==> config.mk <==
export PLATFORM = sky130hd
export DESIGN_NAME = pic2_top
export DESIGN_NICKNAME = d
export VERILOG_FILES = /design/src/rtl/pic2_pkg.sv /design/src/rtl/pic2_qualify.sv /design/src/rtl/pic2_prienc.sv /design/src/rtl/pic2_top.sv
export SDC_FILE = /design/constraint.sdc
export NUM_CORES = 1
export LEC_CHECK = 0
export ABC_AREA = 0
export BUFFER_PORTS_ARGS = -buffer_cell sky130_fd_sc_hd__buf_2
export CAP_MARGIN = 5
export CORE_MARGIN = 4
export CORE_UTILIZATION = 39
export CTS_BUF_LIST = sky130_fd_sc_hd__clkbuf_4 sky130_fd_sc_hd__clkbuf_8 sky130_fd_sc_hd__clkbuf_16
export DETAILED_ROUTE_END_ITERATION = 8
export HOLD_SLACK_MARGIN = 0.05
export PLACE_DENSITY_LB_ADDON = 0.25
export SYNTH_ARGS = -nofsm -noshare
export SYNTH_HDL_FRONTEND = slang
export SYNTH_SLANG_ARGS = --single-unit
export TNS_END_PERCENT = 5
==> constraint.sdc <==
create_clock -name clk -period 1.3 [get_ports clk]
set_input_delay 0.325 -clock clk [delete_from_list [all_inputs] [get_ports clk]]
set_output_delay 0.325 -clock clk [all_outputs]
set_load 0.1 [all_outputs]
==> src/rtl/pic2_pkg.sv <==
package pic2_pkg;
    typedef enum logic [1:0] {
        SEL_NONE = 2'd0,
        SEL_NMI  = 2'd1,
        SEL_BRK  = 2'd2,
        SEL_SRC  = 2'd3
    } sel_kind_e;
endpackage

==> src/rtl/pic2_qualify.sv <==
module pic2_qualify #(
    parameter int              NSRC     = 8,
    parameter logic [NSRC-1:0] GRP_MASK = 8'hE0
) (
    input  logic [NSRC-1:0] src_flag,
    input  logic [NSRC-1:0] src_en,
    input  logic [NSRC-1:0] src_level,
    input  logic            cpu_mask,
    output logic [NSRC-1:0] elig
);
    logic [NSRC-1:0] active;
    logic            hi_any;

    assign active = src_flag & src_en;
    // only sources outside the subgroup take part in the level split
    assign hi_any = |(active & src_level & ~GRP_MASK);

    for (genvar i = 0; i < NSRC; i++) begin : g_src
        if (GRP_MASK[i]) begin : g_grp
            assign elig[i] = active[i] & ~cpu_mask;
        end else begin : g_lvl
            assign elig[i] = active[i] & ~cpu_mask & (src_level[i] | ~hi_any);
        end
    end
endmodule

==> src/rtl/pic2_prienc.sv <==
module pic2_prienc
    import pic2_pkg::*;
#(
    parameter int NSRC  = 8,
    parameter int IDX_W = $clog2(NSRC)
) (
    input  logic [NSRC-1:0]  elig,
    input  logic             nmi_hit,
    input  logic             brk_hit,
    output sel_kind_e        kind,
    output logic [IDX_W-1:0] idx
);
    logic [NSRC:0]   seen;
    logic [NSRC-1:0] grant;

    assign seen[0] = 1'b0;
    for (genvar i = 0; i < NSRC; i++) begin : g_chain
        assign grant[i]  = elig[i] & ~seen[i];
        assign seen[i+1] = seen[i] | elig[i];
    end

    always_comb begin
        idx = '0;
        for (int i = 0; i < NSRC; i++) begin
            if (grant[i]) idx = idx | IDX_W'(i);
        end
    end

    always_comb begin
        if (nmi_hit)           kind = SEL_NMI;
        else if (brk_hit)      kind = SEL_BRK;
        else if (seen[NSRC])   kind = SEL_SRC;
        else                   kind = SEL_NONE;
    end
endmodule

==> src/rtl/pic2_top.sv <==
module pic2_top
    import pic2_pkg::*;
#(
    parameter int              NSRC     = 8,
    parameter logic [NSRC-1:0] GRP_MASK = 8'hE0,
    parameter int              VEC_W    = $clog2(NSRC + 2)
) (
    input  logic             clk,
    input  logic             rst_n,
    input  logic [NSRC-1:0]  src_flag,
    input  logic [NSRC-1:0]  src_en,
    input  logic [NSRC-1:0]  src_level,
    input  logic             cpu_mask,
    input  logic             nmi_pin,
    input  logic             brk_req,
    input  logic             insn_end,
    output logic             irq_req,
    output logic [VEC_W-1:0] irq_vec,
    output logic             set_mask
);
    localparam int               IDX_W    = $clog2(NSRC);
    localparam logic [VEC_W-1:0] NMI_CODE = VEC_W'(NSRC);
    localparam logic [VEC_W-1:0] BRK_CODE = VEC_W'(NSRC + 1);

    typedef struct packed {
        logic             req;
        logic [VEC_W-1:0] vec;
        logic             setm;
        logic             nmi_prev;
        logic             nmi_pend;
    } state_t;

    state_t          st_d, st_q;
    logic [NSRC-1:0] elig;
    logic            nmi_rise;
    logic            nmi_now;
    sel_kind_e       kind;
    logic [IDX_W-1:0] idx;

    assign nmi_rise = nmi_pin & ~st_q.nmi_prev;
    assign nmi_now  = st_q.nmi_pend | nmi_rise;

    pic2_qualify #(.NSRC(NSRC), .GRP_MASK(GRP_MASK)) qual_i (
        .src_flag (src_flag),
        .src_en   (src_en),
        .src_level(src_level),
        .cpu_mask (cpu_mask),
        .elig     (elig)
    );

    pic2_prienc #(.NSRC(NSRC), .IDX_W(IDX_W)) enc_i (
        .elig   (elig),
        .nmi_hit(nmi_now),
        .brk_hit(brk_req),
        .kind   (kind),
        .idx    (idx)
    );

    always_comb begin
        st_d          = st_q;
        st_d.setm     = 1'b0;
        st_d.nmi_prev = nmi_pin;
        st_d.nmi_pend = nmi_now;
        if (st_q.req && insn_end) begin
            // accepted at an instruction boundary
            st_d.req  = 1'b0;
            st_d.setm = 1'b1;
            if (st_q.vec == NMI_CODE) st_d.nmi_pend = nmi_rise;
        end else if (!st_q.req && !st_q.setm) begin
            // free to arbitrate; the pulse cycle gives the core time to mask
            unique case (kind)
                SEL_NMI: begin st_d.req = 1'b1; st_d.vec = NMI_CODE;       end
                SEL_BRK: begin st_d.req = 1'b1; st_d.vec = BRK_CODE;       end
                SEL_SRC: begin st_d.req = 1'b1; st_d.vec = VEC_W'(idx);    end
                default: ;
            endcase
        end
    end

    always_ff @(posedge clk or negedge rst_n) begin
        if (!rst_n) st_q <= '0;
        else        st_q <= st_d;
    end

    assign irq_req  = st_q.req;
    assign irq_vec  = st_q.vec;
    assign set_mask = st_q.setm;
endmodule

# == Word level (Yosys, flattened, before mapping) ==
# Cells that the tools add are included.
# word_totals
out_inout_bits,6
wordCells,82
register_bits,8
input_bits,30
# classes
reduce_logical,10
bitwise_logic,47
eq_ne,4
mux,16
# ops
op,count
bitwise AND 1 bit,21
case mux 5 bit (3 select lines),1
OR 1 bit,13
two-way mux 3 bit,4
NOT 1 bit,11
two-way mux 2 bit,5
bitwise AND 8 bit,1
bitwise AND 5 bit,1
two-way mux 1 bit,5
two-way mux 5 bit,1
OR reduction 5 bit,1
"== test 2 bit, second input constant",2
"== test 4 bit, second input constant",1
nonzero test 4 bit,1
AND reduction 3 bit,1
nonzero test 3 bit,1
"== test 2 x 1 -> 1 bit, second input constant",1
logical AND 1 bit,2
logical NOT 1 bit,2
AND reduction 2 bit,1
nonzero test 2 bit,1

# == Longest topological paths before layout ==
# Gate-level depths: netlist of run 1.
# logic_depth
word_depth,20
ltp_mapped,5
depth_no_buf,5

# == Modules after synthesis ==
# From an unflattened synthesis of run 1, not the netlist that was laid out.
# hier_totals
hier_cells,81
hier_area_um2,681.9
# modules_own_cells
module,instances,area_each_um2,seq_area_each_um2,cells_each
pic2_top,1,411.6,200.2,38
pic2_qualify,1,163.9,0.0,27
pic2_prienc,1,106.4,0.0,16

# == Worst setup path after synthesis of run 1 ==
# No wires, ideal clock.
# synth_path
path_type,register to register
startpoint,"register st_q, in the netlist irq_req"
endpoint,"register st_q, in the netlist irq_vec[2]"
path_buffers,0
period_less_slack_ns,1.952
required_ns,1.180
path_stages_with_launch,6
setup_ns,0.120
t_arrival_ns,1.832
slack_ns,-0.652
path_cell_list,dfrtp_1 -> nor2_1 -> nand2_1 -> nor3_1 -> a22o_1 -> a31o_2
# synth_via
elab_chain_cells,3
word_cells_on_any_way,5
cone_classes,bitwise: 1; reduce/logical: 4
# synth_rtl
element,line_no,source
"start, declared",pic2_top.sv:33,"state_t st_d, st_q;"
"start signal, assigned",pic2_top.sv:82,else st_q <= st_d;
logical NOT 1 bit / logical AND 1 bit (equally long branches),"pic2_top.sv:69, pic2_top.sv:64",
logical AND 1 bit / NOT 1 bit (equally long branches),-,
AND reduction 3 bit (no source line) (*),-,
# Every way passes the cells marked *; elsewhere a longest branch is shown, timed or not.
# A chain may end at the register's enable or synchronous reset.

# == Worst setup path after layout of run 1 ==
# layout_path
startpoint,input port src_flag[0]
endpoint,"register st_q, in the netlist irq_req"
# layout_via
elab_chain_cells,19
word_cells_on_any_way,30
cone_classes,eq/ne: 3; mux: 3; bitwise: 21; reduce/logical: 3
# layout_rtl
element,line_no,source
"start, declared",pic2_top.sv:10,"input logic [NSRC-1:0] src_flag,"
bitwise AND 8 bit (*),pic2_qualify.sv:14,assign active = src_flag & src_en;
bitwise AND 5 bit,pic2_qualify.sv:16,assign hi_any = |(active & src_level & ~GRP_MASK);
OR reduction 5 bit,pic2_qualify.sv:16,
NOT 1 bit,pic2_qualify.sv:22,assign elig[i] = active[i] & ~cpu_mask & (src_level[i] | ~hi_any);
OR 1 bit,pic2_qualify.sv:22,
bitwise AND 1 bit,pic2_qualify.sv:22,
OR 1 bit (3 in a row),pic2_prienc.sv:19,assign seen[i+1] = seen[i] | elig[i];
OR 1 bit (*) (4 in a row),pic2_prienc.sv:19,
two-way mux 2 bit (*),pic2_prienc.sv:32,else if (seen[NSRC]) kind = SEL_SRC;
two-way mux 2 bit (*),pic2_prienc.sv:31,else if (brk_hit) kind = SEL_BRK;
two-way mux 2 bit (*),pic2_prienc.sv:30,if (nmi_hit) kind = SEL_NMI;
== test 2 bit / == test 2 x 1 -> 1 bit (equally long branches),pic2_top.sv:71,unique case (kind)
nonzero test 4 bit (no source line) (*),-,
AND reduction 2 bit (no source line) (*),-,
# Marked as above.

==> results of run 1 <==
critical path, delay by kind of cell:
| kind | cells | cell delay (ns) |
|---|---|---|
| AO/OA/AOI/OAI | 3 | 0.90 |
| AND/OR/NAND/NOR | 2 | 0.29 |
| buffers and inverters | 1 | 0.10 |
cell type report:
| class | instances | area share |
|---|---|---|
| Sequential cell | 8 | 0.157 |
| Timing Repair Buffer | 61 | 0.382 |
| Inverter | 3 | 0.00850 |
| Multi-Input combinational cell | 67 | 0.406 |
| Tap cell | 25 | 0.0236 |
| Clock buffer | 4 | 0.0227 |
how the worst min path moves through the flow:
| stage | to | slack, ns | depth (start not counted) |
|---|---|---|---|
| 6_report | st_q[1]$_DFF_PN0_ | 0.19 | 1 |
| 5_1_grt | st_q[1]$_DFF_PN0_ | 0.16 | 1 |
| 4_1_cts | st_q[1]$_DFF_PN0_ | 0.17 | 1 |
| 3_5_place_dp | irq_vec[2]$_DFFE_PN0P_ | 0.18 | 1 |
| 3_3_place_gp | irq_vec[3]$_DFFE_PN0P_ | 0.17 | 1 |
| 2_1_floorplan | irq_vec[0]$_DFFE_PN0P_ | 0.03 | 0 |
cell families after synthesis:
group / share of synthesized area
compound gates: 0.329
buf+inv: 0.0590
flops: 0.286
mux: 0.0215
simple gates: 0.304
repair_timing:
item | 4_1_cts | 5_1_grt
gates resized for setup | 9 | 16
gates cloned | 0 | 0
buffers inserted | 1 | 2
endpoints found under the setup margin | 7 | 8
hold endpoints to repair | 8 | 0
hold buffers | 1 | 0
pin swaps | 7 | 10
cells in the final DEF (no fill, tap or decap), types with 2 or more instances in the layout:
cell type,instances
buf_4,25
o21ai_0,5
dfrtp_4,2
nor2b_1,2
nand4_1,2
a21o_1,2
nand3_1,3
clkbuf_4,4
nand2_1,9
a22o_1,2
a21oi_1,2
dfrtp_1,6
inv_1,3
and3_4,4
buf_6,7
a221o_1,2
buf_2,22
a31o_2,2
buf_12,6
nand3_2,3
nor3_2,4
power by group:
group          switching [mW]  internal, mW  total (mW)
Clock                  0.0934         0.139       0.232
Sequential             0.0587         0.334       0.392
Combinational           0.777         0.631        1.41
Total                   0.930          1.10        2.03
routing by layer:
layer,wire length (um),vias up,share of wire,GRT usage
li1,-,441,-,-
met1,959,444,0.39,0.218
met2,1320,27,0.54,0.367
met3,110,6,0.045,0.0623
met4,59,0,0.024,0.0807
met5,0,-,0,0
cells in the mapped netlist:
library cell  count
or3_1             1
o31ai_1           1
nor3_1            5
a31o_2            2
a221oi_2          1
and3_1            2
and3_2            1
and2_1            1
o31a_1            1
o21ai_0           6
nand2_2           1
a21boi_0          1
nand2b_1          1
and3_4            1
and4_1            1
o21ba_2           1
a41oi_1           1
a221o_1           2
nand4_1           2
a21o_1            2
dfrtp_1           8
a32o_1            1
nor4b_1           1
nand2_1           9
a2bb2oi_1         1
buf_4             4
mux2_4            1
o311ai_1          1
a2111oi_4         1
nor2_1            3
a22o_1            2
nor3b_1           1
a21oi_1           2
inv_1             3
nor2b_1           3
o21a_1            1
nand3_1           6
state kept, by name, indices dropped and copies added, names as in the netlist:
name,count
irq_req,1
irq_vec,4
set_mask,1
st_q,2
metrics by stage:
step           cells  power (mW)  setup WS (ns)
2_1_floorplan     82        1.18         -0.198
3_3_place_gp     160        1.69         -0.379
3_5_place_dp     160        1.72         -0.414
4_1_cts          166        1.99         -0.122
5_1_grt          168        2.13         -0.144
6_report         168        2.03         -0.139
==> results_dict.tcl, run 1 <==
set metrics [dict create \
    outcome "complete, but fails checks" \
    violations "negative setup slack" \
    numPortBuffers 32 \
    gp_congestion 0.798 \
    fin_skew_ns 0.00857 \
    synth_top_area_frac 0.286 \
    grt_pass1_vias 935 \
    grt_pass1_wl_mm 3.92 \
    critPathCapture "irq_req$_DFFE_PN0P_" \
    synth_cell_types 37 \
    place_hpwl_mm 1.86 \
    avgViaCountPerCell 5.46 \
    crit_path_end_kind "flop" \
    first_iter_violations 22 \
    worst-r2r-cell-count 5 \
    rsz0062_at_grt "true" \
    r2r_setup_slack_ns -0.02 \
    slew_viol_final 0 \
    synth_seq_area_share 0.286 \
    drc 0 \
    whs_ns 0.186 \
    insertion_delay_ns 0.26 \
    max-slew-margin-rel 0.718 \
    dpl_cell_area_mm2 0.00116 \
    area_growth_pct 89.4 \
    yosysWarningCount 0 \
    seq_area_um2 208 \
    grt_max_degree 9 \
    core-area_mm2 0.00171 \
    drv_cap 0 \
    diodes 0 \
    slowest_delay_ns 0.46 \
    tns_ns -0.669 \
    cp_max_fo 3 \
    worstPathRequired_ns 1.46 \
    dieArea_mm2 0.00254 \
    multi_input_area_um2 538 \
    syn-instance-count 82 \
    worstSetupStartpoint "src_flag[0]" \
    crit_arrival_ns 1.60 \
    fmax_mhz 695 \
    first_pass_iters 4 \
    antenna_found_initial 0 \
    track_usage 0.203 \
    synth_area_leaders "dfrtp_1 (29%), nand2_1 (4.8%), nand3_1 (4.3%)" \
    clkTransAtPathRegs_ns 0.06 \
    rr_startpoint "set_mask$_DFF_PN0_" \
    syn_nets 112 \
    drtAntennaViolNets 0 \
    synth-seq-cells 8 \
    htreeDepth 1 \
    power_leakage_nw 0.605 \
    finalCritPeriodShare 1.11 \
    rows 15 \
    netlist_area_um2 699 \
    cts_max_path_buffers 2 \
    wl_per_cell_um 14.6 \
    fin_crit_ns 1.44 \
    cp_slowest_cell "a2111oi_4" \
    drive_gt1_frac 0.629 \
    start_util 0.410 \
    r2r-end "irq_vec[2]$_DFFE_PN0P_" \
    final.setup.worst_slack_ns -0.139 \
    cts-buffers-inserted 3 \
    fp.dieW_um 50.4 \
    ios 36 \
    cts_tree "built" \
    synth_top_area_cell "dfrtp_1" \
    irDropWorstVdd_uv 1250 \
    nets 174 \
    crit_chain "buf_6 > and3_4 > a2111oi_4 > nor3_2 > a21o_1 > a221oi_2" \
    die_h_um 50.4 \
    crit_path_start_kind "input pin" \
    post-route-util 0.776 \
    cts_sinks 8 \
    drt_wl_total_mm 2.45 \
    setup_violations 7 \
    ctsRootBufferMaster "clkbuf_4" \
    crit_type "in2reg" \
    grt_overflow 0 \
    hold_start "nmi_pin" \
    fin_area_mm2 0.00133 \
    vias 918 \
    hp-class "in2reg" \
    worst_slew_pin_slew_ns 0.423 \
    cellPowerDensity_mw_per_mm2 1530 \
    syn_area_per_cell_um2 8.53 \
    fill_cells 114 \
    finalHoldViolations 0 \
]
(Power assumes the default switching activity.)
==> run 2, diff against run 1 <==
--- a/config.mk
+++ b/config.mk
@@ -13,7 +13,7 @@
 export CTS_BUF_LIST = sky130_fd_sc_hd__clkbuf_4 sky130_fd_sc_hd__clkbuf_8 sky130_fd_sc_hd__clkbuf_16
 export DETAILED_ROUTE_END_ITERATION = 8
 export HOLD_SLACK_MARGIN = 0.05
-export PLACE_DENSITY_LB_ADDON = 0.25
+export PLACE_DENSITY = 0.73
 export SYNTH_ARGS = -nofsm -noshare
 export SYNTH_HDL_FRONTEND = slang
 export SYNTH_SLANG_ARGS = --single-unit
==> run 2 against run 1 <==
Core utilization shrank 2.2 points. Critical path depth grew 1. The flow still finishes with violations (negative setup slack). Critical path type unchanged. Fmax grew 1.4%. Routed wire length grew 1.8%. Via count shrank 1.2%. Combinational power is essentially flat. Clock power is essentially flat. Count of clock-buffer cells in the layout is the same. Sequential share of layout area grew 0.46 points.
==> results_dict.tcl, run 2 (synthesis results as in run 1) <==
set metrics [dict create \
    final.setup.worst_slack_ns -0.119 \
    finalCritPeriodShare 1.09 \
    cellPowerDensity_mw_per_mm2 1570 \
    drc 0 \
    crit_path_end_kind "flop" \
    tns_ns -0.551 \
    avgViaCountPerCell 5.53 \
    drt_wl_total_mm 2.50 \
    hold_start "nmi_pin" \
    outcome "complete, but fails checks" \
    wl_per_cell_um 15.2 \
    diodes 0 \
    r2r-end "irq_vec[2]$_DFFE_PN0P_" \
    cts-buffers-inserted 3 \
    layout.cells.non_filler 164 \
    crit_arrival_ns 1.56 \
    rsz0062_at_grt "true" \
    dieArea_mm2 0.00254 \
    fin_crit_ns 1.42 \
    first_iter_violations 33 \
    finalHoldViolations 0 \
    fp.dieW_um 50.4 \
    insertion_delay_ns 0.26 \
    track_usage 0.190 \
    clkTransAtPathRegs_ns 0.06 \
    power_leakage_nw 0.586 \
    crit_type "in2reg" \
    cts_sinks 8 \
    whs_ns 0.180 \
    ios 36 \
    final_cell_mix "buf_2 (23), buf_4 (21), nand2_1 (8)" \
    numPortBuffers 32 \
    whs_endpoint "st_q[1]$_DFF_PN0_" \
    first_pass_iters 4 \
    final_common_cell "buf_2" \
    holdPathStages 1 \
    fmax_mhz 704 \
    fin_skew_ns 0.00630 \
    gp_congestion 0.802 \
    drv_cap 0 \
    vias 907 \
    ctsRootBufferMaster "clkbuf_4" \
    core-area_mm2 0.00171 \
    grt_overflow 0 \
    drive_gt1_frac 0.604 \
    worst-r2r-cell-count 5 \
    antenna_found_initial 0 \
    area_growth_pct 84.1 \
    nets 170 \
    violations "negative setup slack" \
    largest_reg_flops 4 \
    crit_path_start_kind "input pin" \
    place_hpwl_mm 1.81 \
    worst_slew_pin_slew_ns 0.370 \
    cp_max_fo 3 \
    setup_violations 7 \
    max-slew-margin-rel 0.750 \
    grt_pass1_vias 922 \
    grt_pass1_wl_mm 3.75 \
    dpl_cell_area_mm2 0.00113 \
    grt_max_degree 9 \
    irDropWorstVdd_uv 1160 \
    fin_area_mm2 0.00129 \
    r2r_setup_slack_ns -0.05 \
    slew_viol_final 0 \
    cts_tree "built" \
    start_util 0.410 \
    cts_max_path_buffers 2 \
    hp-class "in2reg" \
    drtAntennaViolNets 0 \
    rows 15 \
    dp_cells 156 \
    die_h_um 50.4 \
    rr_startpoint "set_mask$_DFF_PN0_" \
    htreeDepth 1 \
    worstPathRequired_ns 1.44 \
]
[run 2: critical path: stages]
cell and delay [ns]:
buf_6 0.10, and3_4 0.17, a2111oi_4 0.30, buf_4 0.19, nor3_2 0.06, a21o_1 0.19
a31o_2 0.23
[run 2: final cells by class]
| class | instances | area [um^2] |
|---|---|---|
| fillers | 107 | 420 |
| inverters | 3 | 11.3 |
| clock buffers | 4 | 30.0 |
| well taps | 25 | 31.3 |
| repair buffers | 57 | 470 |
| flip-flops and latches | 8 | 208 |
| multi-input cells | 67 | 537 |
[run 2: how the worst max path moves through the flow]
| stage | start | end | slack (ns) | cells after the start |
|---|---|---|---|---|
| 3_5_place_dp | src_level[0] | irq_vec[2]$_DFFE_PN0P_ | -0.41 | 6 |
| 5_1_grt | src_flag[3] | irq_vec[0]$_DFFE_PN0P_ | -0.18 | 7 |
| 4_1_cts | src_en[4] | irq_vec[3]$_DFFE_PN0P_ | -0.11 | 6 |
| 6_report | src_en[4] | irq_vec[3]$_DFFE_PN0P_ | -0.12 | 7 |
| 3_3_place_gp | src_level[0] | irq_vec[2]$_DFFE_PN0P_ | -0.39 | 6 |
| 2_1_floorplan | src_level[0] | irq_vec[2]$_DFFE_PN0P_ | -0.20 | 5 |
[run 2: power by group]
| group | switching (mW) | internal [mW] | total [mW] | leakage [nW] |
|---|---|---|---|---|
| registers | 0.0680 | 0.334 | 0.402 | 0.0945 |
| logic | 0.776 | 0.610 | 1.39 | 0.473 |
| clock network | 0.0942 | 0.139 | 0.233 | 0.0184 |
| total | 0.938 | 1.08 | 2.02 | 0.586 |
[run 2: stage by stage]
step | setup WS [ns] | utilization | power [mW]
2_1_floorplan | -0.198 | - | 1.18
3_3_place_gp | -0.393 | 0.660 | 1.65
3_5_place_dp | -0.415 | 0.660 | 1.68
4_1_cts | -0.106 | 0.721 | 1.96
5_1_grt | -0.180 | 0.754 | 2.12
6_report | -0.119 | 0.754 | 2.02
[run 2: layer usage]
metal	routed length [um]	part of all wire	GRT usage	vias to the layer above
met4	35	0.014	0.0673	0
met3	162	0.065	0.0504	6
met2	1350	0.54	0.335	49
met1	949	0.38	0.219	418
met5	0	0	0	-
li1	-	-	-	434
[run 2: what timing repair did]
item | 4_1_cts | 5_1_grt
hold buffers | 1 | 0
buffers inserted | 0 | 3
endpoints found under the setup margin | 7 | 8
hold endpoints to repair | 8 | 0
pin swaps | 6 | 6
gates resized for setup | 14 | 7
